--- src/rtl/tint_pkg.sv ---
package tint_pkg;

  typedef enum logic [1:0] {
    PIX_BLACK = 2'b00,
    PIX_DIM_A = 2'b01,
    PIX_DIM_B = 2'b10,
    PIX_FULL  = 2'b11
  } pix_code_e;

  localparam int NUM_CH = 3;
  localparam int CH_RED = 2;
  localparam int CH_GRN = 1;
  localparam int CH_BLU = 0;

  typedef logic [NUM_CH-1:0] ch_mask_t;

  // Channel enable set {red, green, blue} for a scheme at dim or full level.
  function automatic ch_mask_t scheme_mask(input int unsigned idx, input logic full);
    case (idx)
      0:       return 3'b010;
      1:       return 3'b111;
      2:       return 3'b110;
      3:       return full ? 3'b111 : 3'b001;
      4:       return full ? 3'b110 : 3'b010;
      5:       return full ? 3'b101 : 3'b011;
      default: return 3'b111;
    endcase
  endfunction

endpackage

--- src/rtl/tint_frame_sched.sv ---
module tint_frame_sched #(
  parameter int BRT_W       = 10,
  parameter int NUM_SCHEMES = 6,
  parameter int SEL_W       = 3
) (
  input  logic             clk,
  input  logic             rst_n,
  input  logic             vsync_in,
  input  logic [BRT_W-1:0] brightness,
  input  logic             sel_stb,
  input  logic [SEL_W-1:0] sel_code,
  output logic             frame_start,
  output logic             sched_apply,
  output logic [SEL_W-1:0] cur_scheme,
  output logic [BRT_W-1:0] brt_q
);

  logic             vs_q;
  logic             pend_vld;
  logic [SEL_W-1:0] pend_sel;
  logic             sel_ok;

  assign frame_start = vsync_in && !vs_q;
  assign sched_apply = frame_start && pend_vld;
  assign sel_ok      = sel_stb && (32'(sel_code) < NUM_SCHEMES);

  always_ff @(posedge clk or negedge rst_n) begin
    if (!rst_n) begin
      vs_q       <= 1'b0;
      brt_q      <= '0;
      cur_scheme <= '0;
      pend_sel   <= '0;
      pend_vld   <= 1'b0;
    end else begin
      vs_q <= vsync_in;
      if (frame_start) brt_q <= brightness;
      if (sched_apply) begin
        cur_scheme <= pend_sel;
        pend_vld   <= 1'b0;
      end
      // A request in the same cycle stays pending for the following frame.
      if (sel_ok) begin
        pend_sel <= sel_code;
        pend_vld <= 1'b1;
      end
    end
  end

endmodule

--- src/rtl/tint_level.sv ---
module tint_level #(
  parameter int BRT_W = 10,
  parameter int OUT_W = 5
) (
  input  logic [1:0]       pix_code,
  input  logic [BRT_W-1:0] brt,
  output logic [OUT_W-1:0] lvl,
  output logic             lit,
  output logic             full
);
  import tint_pkg::*;

  function automatic logic [BRT_W-1:0] intensity_of(input logic [1:0] c,
                                                    input logic [BRT_W-1:0] b);
    case (pix_code_e'(c))
      PIX_FULL:             return b;
      PIX_DIM_A, PIX_DIM_B: return b >> 1;
      default:              return '0;
    endcase
  endfunction

  logic [BRT_W-1:0] inten;

  assign inten = intensity_of(pix_code, brt);
  assign lvl   = inten[BRT_W-1 -: OUT_W];
  assign lit   = (pix_code != PIX_BLACK);
  assign full  = (pix_code == PIX_FULL);

endmodule

--- src/rtl/tint_chan.sv ---
module tint_chan #(
  parameter int OUT_W = 5
) (
  input  logic [OUT_W-1:0] lvl,
  input  logic             lit,
  input  logic             full,
  input  logic             en_dim,
  input  logic             en_full,
  output logic [OUT_W-1:0] val
);

  logic en;

  assign en  = lit && (full ? en_full : en_dim);
  assign val = en ? lvl : '0;

endmodule

--- src/rtl/pix_tint_mapper.sv ---
module pix_tint_mapper #(
  parameter int BRT_W       = 10,
  parameter int LVL_STEPS   = 32,
  parameter int NUM_SCHEMES = 6,
  parameter int OUT_W       = $clog2(LVL_STEPS),
  parameter int SEL_W       = $clog2(NUM_SCHEMES)
) (
  input  logic             clk,
  input  logic             rst_n,
  input  logic [1:0]       pix_code,
  input  logic             hsync_in,
  input  logic             vsync_in,
  input  logic [BRT_W-1:0] brightness,
  input  logic             sel_stb,
  input  logic [SEL_W-1:0] sel_code,
  output logic             hsync_out,
  output logic             vsync_out,
  output logic [OUT_W-1:0] red,
  output logic [OUT_W-1:0] grn,
  output logic [OUT_W-1:0] blu
);
  import tint_pkg::*;

  logic             frame_start;
  logic             sched_apply;
  logic [SEL_W-1:0] cur_scheme;
  logic [BRT_W-1:0] brt_q;
  logic [OUT_W-1:0] lvl;
  logic             lit;
  logic             full;
  ch_mask_t         mask_dim;
  ch_mask_t         mask_full;
  logic [OUT_W-1:0] chan_val [NUM_CH];

  tint_frame_sched #(
    .BRT_W(BRT_W), .NUM_SCHEMES(NUM_SCHEMES), .SEL_W(SEL_W)
  ) u_sched (
    .clk(clk), .rst_n(rst_n), .vsync_in(vsync_in), .brightness(brightness),
    .sel_stb(sel_stb), .sel_code(sel_code), .frame_start(frame_start),
    .sched_apply(sched_apply), .cur_scheme(cur_scheme), .brt_q(brt_q)
  );

  tint_level #(.BRT_W(BRT_W), .OUT_W(OUT_W)) u_level (
    .pix_code(pix_code), .brt(brt_q), .lvl(lvl), .lit(lit), .full(full)
  );

  assign mask_dim  = scheme_mask(32'(cur_scheme), 1'b0);
  assign mask_full = scheme_mask(32'(cur_scheme), 1'b1);

  for (genvar ch = 0; ch < NUM_CH; ch++) begin : g_chan
    tint_chan #(.OUT_W(OUT_W)) u_chan (
      .lvl(lvl), .lit(lit), .full(full),
      .en_dim(mask_dim[ch]), .en_full(mask_full[ch]), .val(chan_val[ch])
    );
  end

  always_ff @(posedge clk or negedge rst_n) begin
    if (!rst_n) begin
      hsync_out <= 1'b0;
      vsync_out <= 1'b0;
      red       <= '0;
      grn       <= '0;
      blu       <= '0;
    end else begin
      hsync_out <= hsync_in;
      vsync_out <= vsync_in;
      red       <= chan_val[CH_RED];
      grn       <= chan_val[CH_GRN];
      blu       <= chan_val[CH_BLU];
    end
  end

endmodule

--- config.mk ---
export PLATFORM = sky130hd
export DESIGN_NAME = pix_tint_mapper
export DESIGN_NICKNAME = d
export VERILOG_FILES = /design/src/rtl/tint_pkg.sv /design/src/rtl/tint_frame_sched.sv /design/src/rtl/tint_level.sv /design/src/rtl/tint_chan.sv /design/src/rtl/pix_tint_mapper.sv
export SDC_FILE = /design/constraint.sdc
export NUM_CORES = 1
export LEC_CHECK = 0
export BUFFER_PORTS_ARGS = -buffer_cell sky130_fd_sc_hd__buf_2
export CAP_MARGIN = 20
export CORE_MARGIN = 3
export CORE_UTILIZATION = 45
export CTS_CLUSTER_DIAMETER = 200
export CTS_CLUSTER_SIZE = 8
export DETAILED_ROUTE_END_ITERATION = 10
export GPL_TIMING_DRIVEN = 0
export PLACE_DENSITY = 0.77
export SYNTH_ARGS = -nofsm -noshare
export SYNTH_HDL_FRONTEND = slang
export SYNTH_SLANG_ARGS = --single-unit
--- constraint.sdc ---
create_clock -name clk -period 1.45 [get_ports clk]
set_input_delay 0.0725 -clock clk [delete_from_list [all_inputs] [get_ports clk]]
set_output_delay 0.0725 -clock clk [all_outputs]
set_load 0.05 [all_outputs]
==> results by stage, run 1 <==
Clocking:
- The number of buffers inserted for hold repair after clock tree synthesis is 9.
- Gates resized during post-CTS repair numbered 0.
- The post-CTS setup buffer count is 0.
- In this run the number of H-tree levels came out at 2.
- The clock root buffer is sky130_fd_sc_hd__clkbuf_4.
- The insertion delay of the later-clocked pin in the worst-skew pair is approximately 0.32 ns.
- The longest clock path from root to sink contains 2 buffers.
- The number of clock sinks is 29.
- The CTS tree is yes.
- The CTS clock-pin slew for the worst setup and hold paths is approximately 0.08 ns.
- The number of clock buffers added by TritonCTS is 5.

Timing:
- The transition time at the pin with the least slew margin is approximately 0.60 ns.
- Setup repair after global routing left no endpoint under its margin.
- Measured against its own limit, the worst slew margin works out to approximately three fifths.
- The final period demand of the worst path is 1.32 ns.
- Hold timing on the final database bottoms out at a slack of 0.0159 ns.
- The final count of hold timing violations is 0.
- The number of endpoints failing setup at the final stage is 0.
- The share of the clock period used by the worst path after layout is between 90 and 100%.
- The max-slew violation count is 0.
- The highest attainable clock frequency is around 760 MHz.
- In the post-route analysis, the smallest setup slack over all paths is roughly 0.13 ns.
- The total negative setup slack is 0 ns.
- Across the routed clock network, the largest skew measured is about 0.0025 ns.

Drt:
- The routed design has between 1500 and 2000 um of wire.
- The number of vias in the routed layout is ~780.
- The number of design rule violations left after detail routing is 0.
- The pre-antenna-repair detailed-routing pass consisted of 4 iterations.
- The via-per-instance ratio is ~4.8.
- The post-route antenna net violation count is 0.
- After detailed routing, the average wire length per cell comes to roughly 12 um.
- The number of design-rule violations left by the first detailed-router iteration is 4.

Synth:
- Each instance of the synthesized netlist takes up on average roughly 13 um^2.
- The gate count of the mapped netlist is between 80 and 90.
- Of the synthesized area, sequential elements account for 64.6%.
- Yosys printed 0 warnings.
- The synthesized cell area is 1120 um^2.
- The synthesized design contains 29 register bits.
- The number of flops mapped to enable cells by yosys is 0.
- The most instantiated flip-flop cell in the synthesis netlist is sky130_fd_sc_hd__dfrtp_1.
- The unique cell type count in the Yosys netlist is 25.
- The total nets after synthesis is approximately 110.
- The share of flip-flops with an asynchronous set or reset after synthesis is 100%.

Floorplan:
- Once the floorplan was initialized, standard cells occupied between 40 and 50% of the core.
- The I/O pin total is 37.
- From bottom edge to top edge, the die measures roughly 56 um.
- From left edge to right edge, the die measures 56.0 um.
- The die covers 3130 um^2.
- The total number of placement rows is 17.
- The core footprint is roughly 2300 um^2.

Worst setup path:
- The critical path arrival is between 1.5 and 2 ns.
- Along the worst path, the maximum fanout reaches 8.
- The critical path launch point type is a register.
- STA puts the critical path data required time at 1.64 ns.
- The start-to-end type of the worst setup path is reg -> reg.
- The endpoint type of the worst setup path is a register.

Finish:
- The number of antenna diodes is 0.
- Compared with the post-synthesis result, the final layout area differs by 29.8%.
- The net count of the finished layout is around 160.
- For this run, the number of standard cells in the final layout without fillers is between 150 and 200.
- The final cell area excluding filler cells is ~1500 um^2.
- In the final layout, the multi-input gates occupy between 300 and 400 um^2.
- The fraction of final layout cells with drive strength greater than 1 is 31.3%.
- In the layout the commonest cells are 32 x sky130_fd_sc_hd__buf_2, 29 x sky130_fd_sc_hd__dfrtp_1, 13 x sky130_fd_sc_hd__nor2_1.
- Fill cells in the final layout number 200.
- The most common cell after layout, fill and taps aside is sky130_fd_sc_hd__buf_2.
- The area taken by flip-flops and latches is ~730 um^2.

Placement:
- The weighted congestion reported at the end of routability-driven placement is between 0.7 and 0.8.
- The area after detailed placement is around 1300 um^2.
- The total of buffers placed on input and output ports is 31.
- Timing analysis after detailed placement gives a worst setup slack of between 0.1 and 0.15 ns.
- The placed cell count is approximately 150.

Run:
- The number of maximum-capacitance constraint violations is 0.

Pwr:
- For this design the static power due to leakage is 0.000754 uW.
- The net switching fraction of the power is about a third.
- The share of power burned in the clock network is between 20% and 30%.
- The portion of total power attributed to combinational logic is between 20% and 30%.
- IR analysis of the VDD net gives a maximum drop of 900 uV.
- The part of the power in registers is approximately half.
- In this run the power spent charging and discharging nets is 701 uW.
- The cell-internal power is between 1000 and 1500 uW.
- The power density of the placed cells is between 1000 and 1500 nW/um^2.

Global routing:
- The number of global-route vias before repair is between 800 and 900.
- Entering global routing, the biggest net connects 30 pins.
- The first global-routing pass estimated 3370 um of wire.
- The final global-route overflow total is 0.
- The initial antenna violation count is 0.
- Across every metal layer, demand over resource in global routing totals about 14%.

Outcome:
- The flow ran to the end, and the final reports show no timing, DRC or antenna violations.

Worst hold path:
- The class of the worst hold path is in -> reg.
==> path summary, 6_finish.rpt <==
| path | from | end | slack, ns | cells after the start |
|---|---|---|---|---|
| worst max-delay path | u_sched.cur_scheme[2] | grn[2] | 0.13 | 4 |
| worst min-delay path | sel_code[1] | u_sched.pend_sel[1] | 0.02 | 3 |
| worst max register to register | u_sched.cur_scheme[2] | grn[2] | 0.13 | 4 |
| worst min register to register | u_sched.brt_q[5] | u_sched.brt_q[5] | 0.49 | 1 |
| max in group asynchronous | rst_n | blu[3] | 0.76 | 2 |
| min in group asynchronous | rst_n | u_sched.cur_scheme[2] | 0.30 | 2 |
==> area by class of cell <==
cell class                 instances  share of cell area [%]
sequential                        29                    49.7
multi-input combinational         50                    24.4
timing repair buffer              40                    16.8
clock buffer                       7                    3.77
tap                               28                    2.40
buffer                             4                    1.89
inverter                           4                    1.03
==> routing by layer <==
layer,track usage (%),share of wire [%]
met1,16.6,42
met2,21.9,46
met3,5.80,8.8
met4,10.2,2.9
met5,0,0
==> per-stage QoR <==
| stage | utilization [%] | total power (uW) |
|---|---|---|
| finish | 63.5 | 2050 |
| global route | 63.5 | 2160 |
| CTS | 63.5 | 2070 |
| detailed placement | 57.2 | 1580 |
| global placement | 57.2 | 1560 |
| floorplan | - | 1430 |
==> power groups by stage <==
stage / registers, uW / logic, uW / clock network, uW
2_1_floorplan: 1230 / 206 / 0
3_3_place_gp: 998 / 567 / 0
3_5_place_dp: 1000 / 578 / 0
4_1_cts: 987 / 597 / 487
5_1_grt: 1000 / 636 / 524
6_report: 986 / 592 / 469
==> sequential cells by signal, indices dropped and copies added, names as in the netlist <==
signal,flops
u_sched.cur_scheme,3
red,5
grn,5
hsync_out,1
u_sched.pend_vld,1
u_sched.vs_q,1
blu,5
u_sched.pend_sel,3
u_sched.brt_q,5
==> worst max-delay path, stage by stage, from the launching register on <==
cell                       delay [ns]
sky130_fd_sc_hd__dfrtp_1         0.38
sky130_fd_sc_hd__buf_6           0.13
sky130_fd_sc_hd__or3b_1          0.38
sky130_fd_sc_hd__a21boi_2        0.22
sky130_fd_sc_hd__nor3_1          0.08
==> cells in the mapped netlist (2+ instances only) <==
| library cell | count | share of area [%] |
|---|---|---|
| sky130_fd_sc_hd__ha_1 | 2 | 2.2 |
| sky130_fd_sc_hd__inv_1 | 4 | 1.3 |
| sky130_fd_sc_hd__nor2_1 | 13 | 4.3 |
| sky130_fd_sc_hd__a22oi_1 | 4 | 2.7 |
| sky130_fd_sc_hd__nand2_1 | 2 | 0.67 |
| sky130_fd_sc_hd__nor3_1 | 6 | 2.7 |
| sky130_fd_sc_hd__mux2_1 | 8 | 8.0 |
| sky130_fd_sc_hd__dfrtp_1 | 29 | 65 |
| sky130_fd_sc_hd__nor2b_1 | 3 | 1.7 |
==> cell families after synthesis <==
family | after synthesis | synth area share (%)
compound gates | 10 | 7.02
fa+ha+maj | 2 | 2.23
flops | 29 | 64.6
mux | 10 | 9.91
simple gates | 28 | 12.5
buf+inv | 8 | 3.79
Power figures use the tool's default switching activity.
==> inputs of run 2 (changes only) <==
Settings changed: ABC_AREA set to 1, PLACE_DENSITY 0.77 to 0.69.
==> run 2 against run 1 <==
Compared with the run above:
- cell count increased by 23%
- sequential power fell by 3.8%
- clock power about the same
- critical path type is now reg -> out
- count of clock-buffer cells in the layout fell by 2
- power is 9.1% lower
- core utilization is 0.23 points higher
- global-route usage up 0.56 points
- routed wire length up 8.3%
==> results by stage, run 2 <==
Outcome:
- Status: complete, no violations (unchanged).

Timing:
- The slack of the critical path came to 0.365 ns (was 0.129 ns).
- The final period demand of the worst path is 1.09 ns (was 1.32 ns).
- The number of endpoints failing setup at the final stage was 0 (unchanged).
- The worst slew margin relative to its limit is 60.0% (was 60.2%).
- The transition time at the pin with the least slew margin is 0.599 ns (was 0.597 ns).
- The total negative setup slack was 0 ns (unchanged).
- RSZ-0062 raised after global routing: false (unchanged).
- The share of the clock period used by the worst path after layout is 74.8% (was 91.1%).
- The worst clock skew came to 0.00598 ns (was 0.00253 ns).
- The max-slew violation count was 0 (unchanged).
- The final count of hold timing violations is 0 (unchanged).
- The highest attainable clock frequency is 922 MHz (was 757 MHz).

Synth:
- The area share of the largest cell type after synthesis came to 63.5% (was 64.6%).
- The unique cell type count in the Yosys netlist is 15 (was 25).
- The Yosys warning count came to 0 (unchanged).
- The share of flip-flops with an asynchronous set or reset after synthesis is 100% (unchanged).
- The total nets after synthesis was 146 (was 109).
- The gate count of the mapped netlist is 124 (was 87).
- The most used standard cell by instance count after synthesis is sky130_fd_sc_hd__nand2_1 (was sky130_fd_sc_hd__dfrtp_1).
- The library cell occupying the most area in the post-synthesis netlist is sky130_fd_sc_hd__dfrtp_1 (unchanged).
- The share of the yosys chip area belonging to registers is 63.5% (was 64.6%).
- Most common library cells after synthesis: 43 x sky130_fd_sc_hd__nand2_1, 29 x sky130_fd_sc_hd__dfrtp_1, 18 x sky130_fd_sc_hd__nor2_1 (was 29 x sky130_fd_sc_hd__dfrtp_1, 13 x sky130_fd_sc_hd__nor2_1, 8 x sky130_fd_sc_hd__mux2_1).
- The number of flops mapped to enable cells by yosys is 0 (unchanged).
- Largest cells by area after synthesis: sky130_fd_sc_hd__dfrtp_1 64%, sky130_fd_sc_hd__nand2_1 14%, sky130_fd_sc_hd__nor2_1 5.9% (was sky130_fd_sc_hd__dfrtp_1 65%, sky130_fd_sc_hd__mux2_1 8.0%, sky130_fd_sc_hd__nor2_1 4.3%).
- The mean instance size in the synthesized netlist is 9.21 um^2 (was 12.9 um^2).
- The synthesized cell area is 1140 um^2 (was 1120 um^2).
- The most instantiated flip-flop cell in the synthesis netlist is sky130_fd_sc_hd__dfrtp_1 (unchanged).
- The synthesis-stage register bit count is 29 (unchanged).

Placement:
- The weighted congestion reported at the end of routability-driven placement is 0.825 (was 0.755).
- The worst slack at placement came to 0.390 ns (was 0.113 ns).
- Detailed placement finished with a half-perimeter wire length of 1530 um.
- The total of buffers placed on input and output ports is 31 (unchanged).

Worst setup path:
- The start-to-end type of the worst setup path is reg -> out (was reg -> reg).
- The cell class contributing the biggest share of worst-path delay is flip-flops (was simple AND/OR/NAND/NOR gates).
- The maximum fanout along the worst path is 2 (was 8).
- Crit-path cells: buf_2 (was buf_6, or3b_1, a21boi_2, nor3_1).
- The length in cells of the worst reg-to-reg path is 4 (unchanged).
- The critical path arrival came to 1.01 ns (was 1.51 ns).
- The critical path launch point type is a register (unchanged).
- The number of stages on the worst setup path was 1 (was 4).
- The endpoint type of the worst setup path is an output port (was register).
- The end of the worst register-to-register path is u_sched.cur_scheme[2] (was grn[2]).
- The timing startpoint of the critical path is u_sched.vs_q (was u_sched.cur_scheme[2]).
- The critical path data required time is 1.38 ns (was 1.64 ns).
- The launch instance of the worst register-to-register path is u_sched.vs_q (was u_sched.cur_scheme[2]).
- The master of the slowest instance on the critical path is sky130_fd_sc_hd__dfrtp_1 (unchanged).
- The worst path buffer plus inverter count is 1 (unchanged).
- The capture point of the worst path is vsync_out (was grn[2]).
- The register-to-register setup slack is 0.42 ns (was 0.13 ns).
- The delay contributed by the slowest stage of the critical path is 0.41 ns (was 0.38 ns).

Drt:
- The detailed-routing iteration count for the pre-antenna-repair pass is 4 (unchanged).
- The number of vias in the routed layout is 917 (was 781).
- The number of design-rule violations left by the first detailed-router iteration is 9 (was 4).
- The mean routed wirelength per cell is 10.4 um (was 11.8 um).
- The via-per-instance ratio came to 4.59 (was 4.82).
- The post-route antenna net violation count was 0 (unchanged).
- The wire length after detailed routing is 2070 um (was 1920 um).
- The number of design rule violations left after detail routing was 0 (unchanged).

Floorplan:
- The overall die height is 56.4 um (was 56.0 um).
- The die outline width was 56.4 um (was 56.0 um).
- The starting utilization of the core area is 49.3% (was 48.9%).
- The total number of placement rows came to 17 (unchanged).
- The floorplan die area was 3180 um^2 (was 3130 um^2).
- The core footprint is 2320 um^2 (was 2300 um^2).
- The I/O pin total was 37 (unchanged).

Clocking:
- The insertion delay of the later-clocked pin in the worst-skew pair is 0.33 ns (was 0.32 ns).
- The total CTS buffers is 5 (unchanged).
- The CTS clock-pin slew for the worst setup and hold paths is 0.09 ns (was 0.08 ns).
- The CTS tree is yes (unchanged).
- The quantity of gates resized following cts is 0 (unchanged).
- The maximum level of the CTS H-tree is 2 (unchanged).
- The clock root buffer is sky130_fd_sc_hd__clkbuf_4 (unchanged).
- The number of clock sinks came to 29 (unchanged).
- The maximum clock path buffer count is 2 (unchanged).

Global routing:
- The number of global-route vias before repair is 861 (was 807).
- The largest net degree at the start of global routing is 30 (unchanged).
- The final global-route overflow total is 0 (unchanged).
- The all-layer global routing usage is 15.0% (was 14.5%).
- The initial antenna violation count came to 0 (unchanged).
- The first-pass GRT wire length was 3650 um (was 3370 um).

Worst hold path:
- The class of the worst hold path is in -> reg (unchanged).

Finish:
- The number of nets in the layout is 193 (was 156).
- The filler cell count in the final layout is 210 (was 200).
- The relative area change from synthesis to final layout is 29.4% (was 29.8%).
- The area used by multi-input combinational logic came to 364 um^2 (was 355 um^2).
- The area taken by flip-flops and latches is 726 um^2 (unchanged).
- The fraction of final layout cells with drive strength greater than 1 is 26.7% (was 31.3%).
- Most frequent cells in the layout: 43 x sky130_fd_sc_hd__nand2_1, 31 x sky130_fd_sc_hd__buf_2, 29 x sky130_fd_sc_hd__dfrtp_1 (was 32 x sky130_fd_sc_hd__buf_2, 29 x sky130_fd_sc_hd__dfrtp_1, 13 x sky130_fd_sc_hd__nor2_1).
- The number of antenna diodes is 0 (unchanged).
- The most common cell after layout, fill and taps aside is sky130_fd_sc_hd__nand2_1 (was sky130_fd_sc_hd__buf_2).

Pwr:
- The power density of the placed cells is 1260 nW/um^2 (was 1400 nW/um^2).
- The static leakage is 0.000855 uW (was 0.000754 uW).
- The highest ir drop seen on vdd came to 821 uV (was 900 uV).

Run:
- The number of maximum-capacitance constraint violations came to 0 (unchanged).
## run 2: worst min-delay path, stage by stage
cell	delay, ns
sky130_fd_sc_hd__buf_2	0.09
sky130_fd_sc_hd__inv_1	0.05
sky130_fd_sc_hd__o21ai_0	0.08
## run 2: timing repair
item                                   in CTS  in global routing
setup buffers                               0                  0
endpoints found under the hold margin      37                  0
hold buffers                                9                  0
## run 2: how the worst min path moves through the flow
stage	start	to	slack [ns]	cells after the start
floorplan	rst_n	blu[0]	-0.22	0
global placement	rst_n	grn[1]	0.11	1
detailed placement	rst_n	grn[1]	0.12	1
CTS	sel_code[1]	u_sched.pend_sel[1]	0.0006	3
global route	sel_code[1]	u_sched.pend_sel[1]	0.02	3
finish	sel_code[1]	u_sched.pend_sel[1]	0.01	3
## run 2: routing by layer
layer / up-vias / routed length, um / GRT usage (%)
met5: - / 0 / 0
met4: 0 / 65 / 8.14
met3: 9 / 150 / 5.29
met2: 31 / 1010 / 25.9
met1: 401 / 846 / 15.9
li1: 476 / - / -
## run 2: stage by stage
step                std cells  total power (uW)  utilization (%)  instance area [um^2]  hold WS, ns
floorplan                 124              1270                -                  1140       -0.223
global placement          183              1380             57.5                  1330        0.109
detailed placement        183              1400             57.5                  1330        0.120
CTS                       200              1880             63.7                  1480     0.000613
global route              200              1980             63.7                  1480       0.0220
finish                    200              1860             63.7                  1480       0.0107
## run 2: power by group
| group | internal, uW | switching (uW) |
|---|---|---|
| Sequential | 896 | 52.6 |
| Combinational | 124 | 319 |
| Clock | 182 | 286 |
## run 2: logic make-up (layout without fill, tap and decap cells)
group | Yosys count | in the layout | synth area share, %
flops | 29 | 29 | 63.5
fa+ha+maj | 2 | 2 | 2.19
simple gates | 70 | 70 | 25.7
compound gates | 9 | 9 | 3.94
buf+inv | 14 | 62 | 4.60
## run 2: layout make-up
cell class	instances	share of cell area, %
Timing Repair Buffer	40	16.6
Clock inverter	3	1.19
Clock buffer	5	2.54
Multi-Input combinational cell	81	24.6
Tap cell	28	2.37
Inverter	14	3.56
Sequential cell	29	49.1
==> inputs of run 3 (changes only) <==
Settings changed: ABC_AREA 1 to 0.
Clock period 1.45 ns to 1.1 ns, I/O delays scaled along.
==> run 3 against run 2 <==
Compared with the run above:
- the flow now finishes with violations (setup timing)
- sequential power increased by 38%
- combinational power increased by 110%
- critical path depth increased by 2
- routed wire length decreased by 4.6%
- cell count decreased by 17%
- critical endpoint is now grn[3]
==> results by stage, run 3 (synthesis gave the netlist of run 1 again) <==
Finish:
- The area taken by flip-flops and latches was 728 um^2 (was 726 um^2).
- The fraction of final layout cells with drive strength greater than 1 is 45.3% (was 26.7%).
- The filler cell count in the final layout is 188 (was 210).
- The final cell area excluding filler cells came to 1570 um^2 (was 1480 um^2).
- The most common cell after layout, fill and taps aside is sky130_fd_sc_hd__buf_2 (was sky130_fd_sc_hd__nand2_1).
- The number of nets in the layout came to 160 (was 193).
- Most frequent cells in the layout: 31 x sky130_fd_sc_hd__buf_2, 27 x sky130_fd_sc_hd__dfrtp_1, 12 x sky130_fd_sc_hd__nor2_1 (was 43 x sky130_fd_sc_hd__nand2_1, 31 x sky130_fd_sc_hd__buf_2, 29 x sky130_fd_sc_hd__dfrtp_1).
- The post-layout instance count excluding filler cells is 167 (was 200).
- The relative area change from synthesis to final layout came to 39.6% (was 29.4%).
- The area used by multi-input combinational logic was 425 um^2 (was 364 um^2).
- The number of antenna diodes is 0 (unchanged).

Clocking:
- The insertion delay of the later-clocked pin in the worst-skew pair is 0.31 ns (was 0.33 ns).
- The maximum clock path buffer count was 2 (unchanged).
- The total CTS buffers is 5 (unchanged).
- The CTS clock-pin slew for the worst setup and hold paths is 0.09 ns (about the same).
- The maximum level of the CTS H-tree came to 2 (unchanged).
- The clock root buffer was sky130_fd_sc_hd__clkbuf_4 (unchanged).
- The CTS tree was yes (unchanged).
- The number of clock sinks is 29 (unchanged).

Drt:
- The mean routed wirelength per cell is 11.8 um (was 10.4 um).
- The wire length after detailed routing is 1980 um (was 2070 um).
- The via-per-instance ratio came to 4.74 (was 4.59).
- The post-route antenna net violation count came to 0 (unchanged).
- The number of design-rule violations left by the first detailed-router iteration is 5 (was 9).
- The number of vias in the routed layout is 792 (was 917).
- The detailed-routing iteration count for the pre-antenna-repair pass is 4 (unchanged).
- The number of design rule violations left after detail routing is 0 (unchanged).

Global routing:
- The largest net degree at the start of global routing is 30 (unchanged).
- The number of global-route vias before repair was 822 (was 861).
- The first-pass GRT wire length is 3590 um (was 3650 um).
- The initial antenna violation count was 0 (unchanged).
- The all-layer global routing usage is 15.2% (was 15.0%).
- The final global-route overflow total is 0 (unchanged).

Timing:
- The worst slew margin relative to its limit is 59.0% (was 60.0%).
- The max-slew violation count came to 0 (unchanged).
- The final count of hold timing violations is 0 (unchanged).
- The final period demand of the worst path is about 1.2 ns.
- The highest attainable clock frequency is about 830 MHz.
- The slack of the critical path came to -0.108 ns (was 0.365 ns).
- The final hold slack is 0.0862 ns (was 0.0107 ns).
- The number of endpoints failing setup at the final stage came to 16 (was 0).
- The share of the clock period used by the worst path after layout is 110%.
- The worst clock skew was 0.00805 ns (was 0.00598 ns).
- RSZ-0062 raised after global routing: true (was false).
- The total negative setup slack is -1.15 ns (was 0 ns).
- The transition time at the pin with the least slew margin is 0.616 ns (was 0.599 ns).

Worst setup path:
- The critical path data required time is 1.30 ns (was 1.38 ns).
- The delay contributed by the slowest stage of the critical path is 0.42 ns (was 0.41 ns).
- Crit-path cells: or3b_4, a21boi_4, nor3_2 (was buf_2).
- The maximum fanout along the worst path was 4 (was 2).
- The worst path buffer plus inverter count is 0 (was 1).
- The critical path arrival was 1.41 ns (was 1.01 ns).
- The start-to-end type of the worst setup path was reg -> reg (was reg -> out).
- The register-to-register setup slack was -0.11 ns (was 0.42 ns).
- The master of the slowest instance on the critical path is sky130_fd_sc_hd__dfrtp_2 (was sky130_fd_sc_hd__dfrtp_1).
- The cell class contributing the biggest share of worst-path delay is simple AND/OR/NAND/NOR gates (was flip-flops).
- The endpoint type of the worst setup path was a register (was output port).
- The critical path launch point type is a register (unchanged).

Pwr:
- The static leakage came to 0.000812 uW (was 0.000855 uW).
- The net switching fraction of the power is 35.5% (was 35.4%).
- The share of power burned in the clock network is 21.1% (was 25.2%).
- The net switching component of the power is 997 uW (was 658 uW).
- The part of the power in registers is 46.5% (was 51.0%).
- The highest ir drop seen on vdd was 1170 uV (was 821 uV).
- The cell-internal power is 1810 uW (was 1200 uW).
- The portion of total power attributed to combinational logic is 32.4% (was 23.8%).
- The power density of the placed cells is 1790 nW/um^2 (was 1260 nW/um^2).

Floorplan:
- The core footprint is 2300 um^2 (was 2320 um^2).
- The starting utilization of the core area is 48.9% (was 49.3%).
- The die outline width was 56.0 um (was 56.4 um).
- The I/O pin total is 37 (unchanged).
- The total number of placement rows is 17 (unchanged).
- The floorplan die area is 3130 um^2 (was 3180 um^2).
- The overall die height is 56.0 um (was 56.4 um).

Worst hold path:
- The class of the worst hold path is in -> reg (unchanged).

Outcome:
- Status: finished, violations left (was complete, no violations).
- The checks that failed: setup timing.

Placement:
- The HPWL after detailed placement is 1370 um (was 1530 um).
- The total of buffers placed on input and output ports is 31 (unchanged).
- The area after detailed placement was 1340 um^2 (was 1330 um^2).
- The placed cell count is 146 (was 183).
- The worst slack at placement is -0.237 ns (was 0.390 ns).
- The weighted congestion reported at the end of routability-driven placement is 0.715 (was 0.825).

Run:
- The number of maximum-capacitance constraint violations is 0 (unchanged).
run 3: final cells by class:
cell class,instances,share of cell area (%)
Clock inverter,3,1.12
Sequential cell,29,46.4
Multi-Input combinational cell,50,27.1
Timing Repair Buffer,45,18.6
Buffer,3,1.20
Inverter,4,0.957
Tap cell,28,2.23
Clock buffer,5,2.39
run 3: path summary, 6_finish.rpt:
check | cells past startpoint | start | end
max in group asynchronous | 2 | rst_n | u_sched.cur_scheme[2]
min in group asynchronous | 2 | rst_n | blu[0]
hold / removal | 3 | sel_stb | u_sched.pend_sel[2]
hold reg to reg | 2 | u_sched.pend_sel[2] | u_sched.pend_sel[2]
setup / recovery | 3 | u_sched.cur_scheme[2] | grn[3]
setup reg to reg | 3 | u_sched.cur_scheme[2] | grn[3]
run 3: layer usage:
| metal | up-vias | share of wire, % | GRT usage [%] | routed length (um) |
|---|---|---|---|---|
| li1 | 396 | - | - | - |
| met1 | 361 | 42 | 16.2 | 828 |
| met2 | 30 | 47 | 25.2 | 936 |
| met3 | 5 | 8.8 | 6.50 | 175 |
| met4 | 0 | 1.9 | 8.14 | 38 |
| met5 | - | 0 | 0 | 0 |
run 3: what timing repair did:
| item | CTS | global route |
|---|---|---|
| buffers inserted | 2 | 1 |
| setup endpoints to repair | 16 | 21 |
| hold buffers | 11 | 0 |
| pin swaps | 6 | 7 |
| gates resized for setup | 7 | 7 |
| hold endpoints to repair | 39 | 0 |
run 3: worst min-delay path, delay by kind of cell:
kind,cells,cell delay [ns]
AND/OR/NAND/NOR,2,0.22
buffers and inverters,1,0.09
run 3: power by group through the flow:
stage	Combinational [uW]	Clock, uW	Sequential (uW)
after floorplan	301	0	1620
after CTS	866	623	1300
final	913	593	1310
after global placement	775	0	1320
after global routing	979	672	1330
after detailed placement	788	0	1330
run 3: metrics by stage:
stage          total power (uW)  utilization [%]
2_1_floorplan              1920                -
3_3_place_gp               2100             58.2
3_5_place_dp               2120             58.2
4_1_cts                    2790             66.6
5_1_grt                    2980             68.3
6_report                   2810             68.3
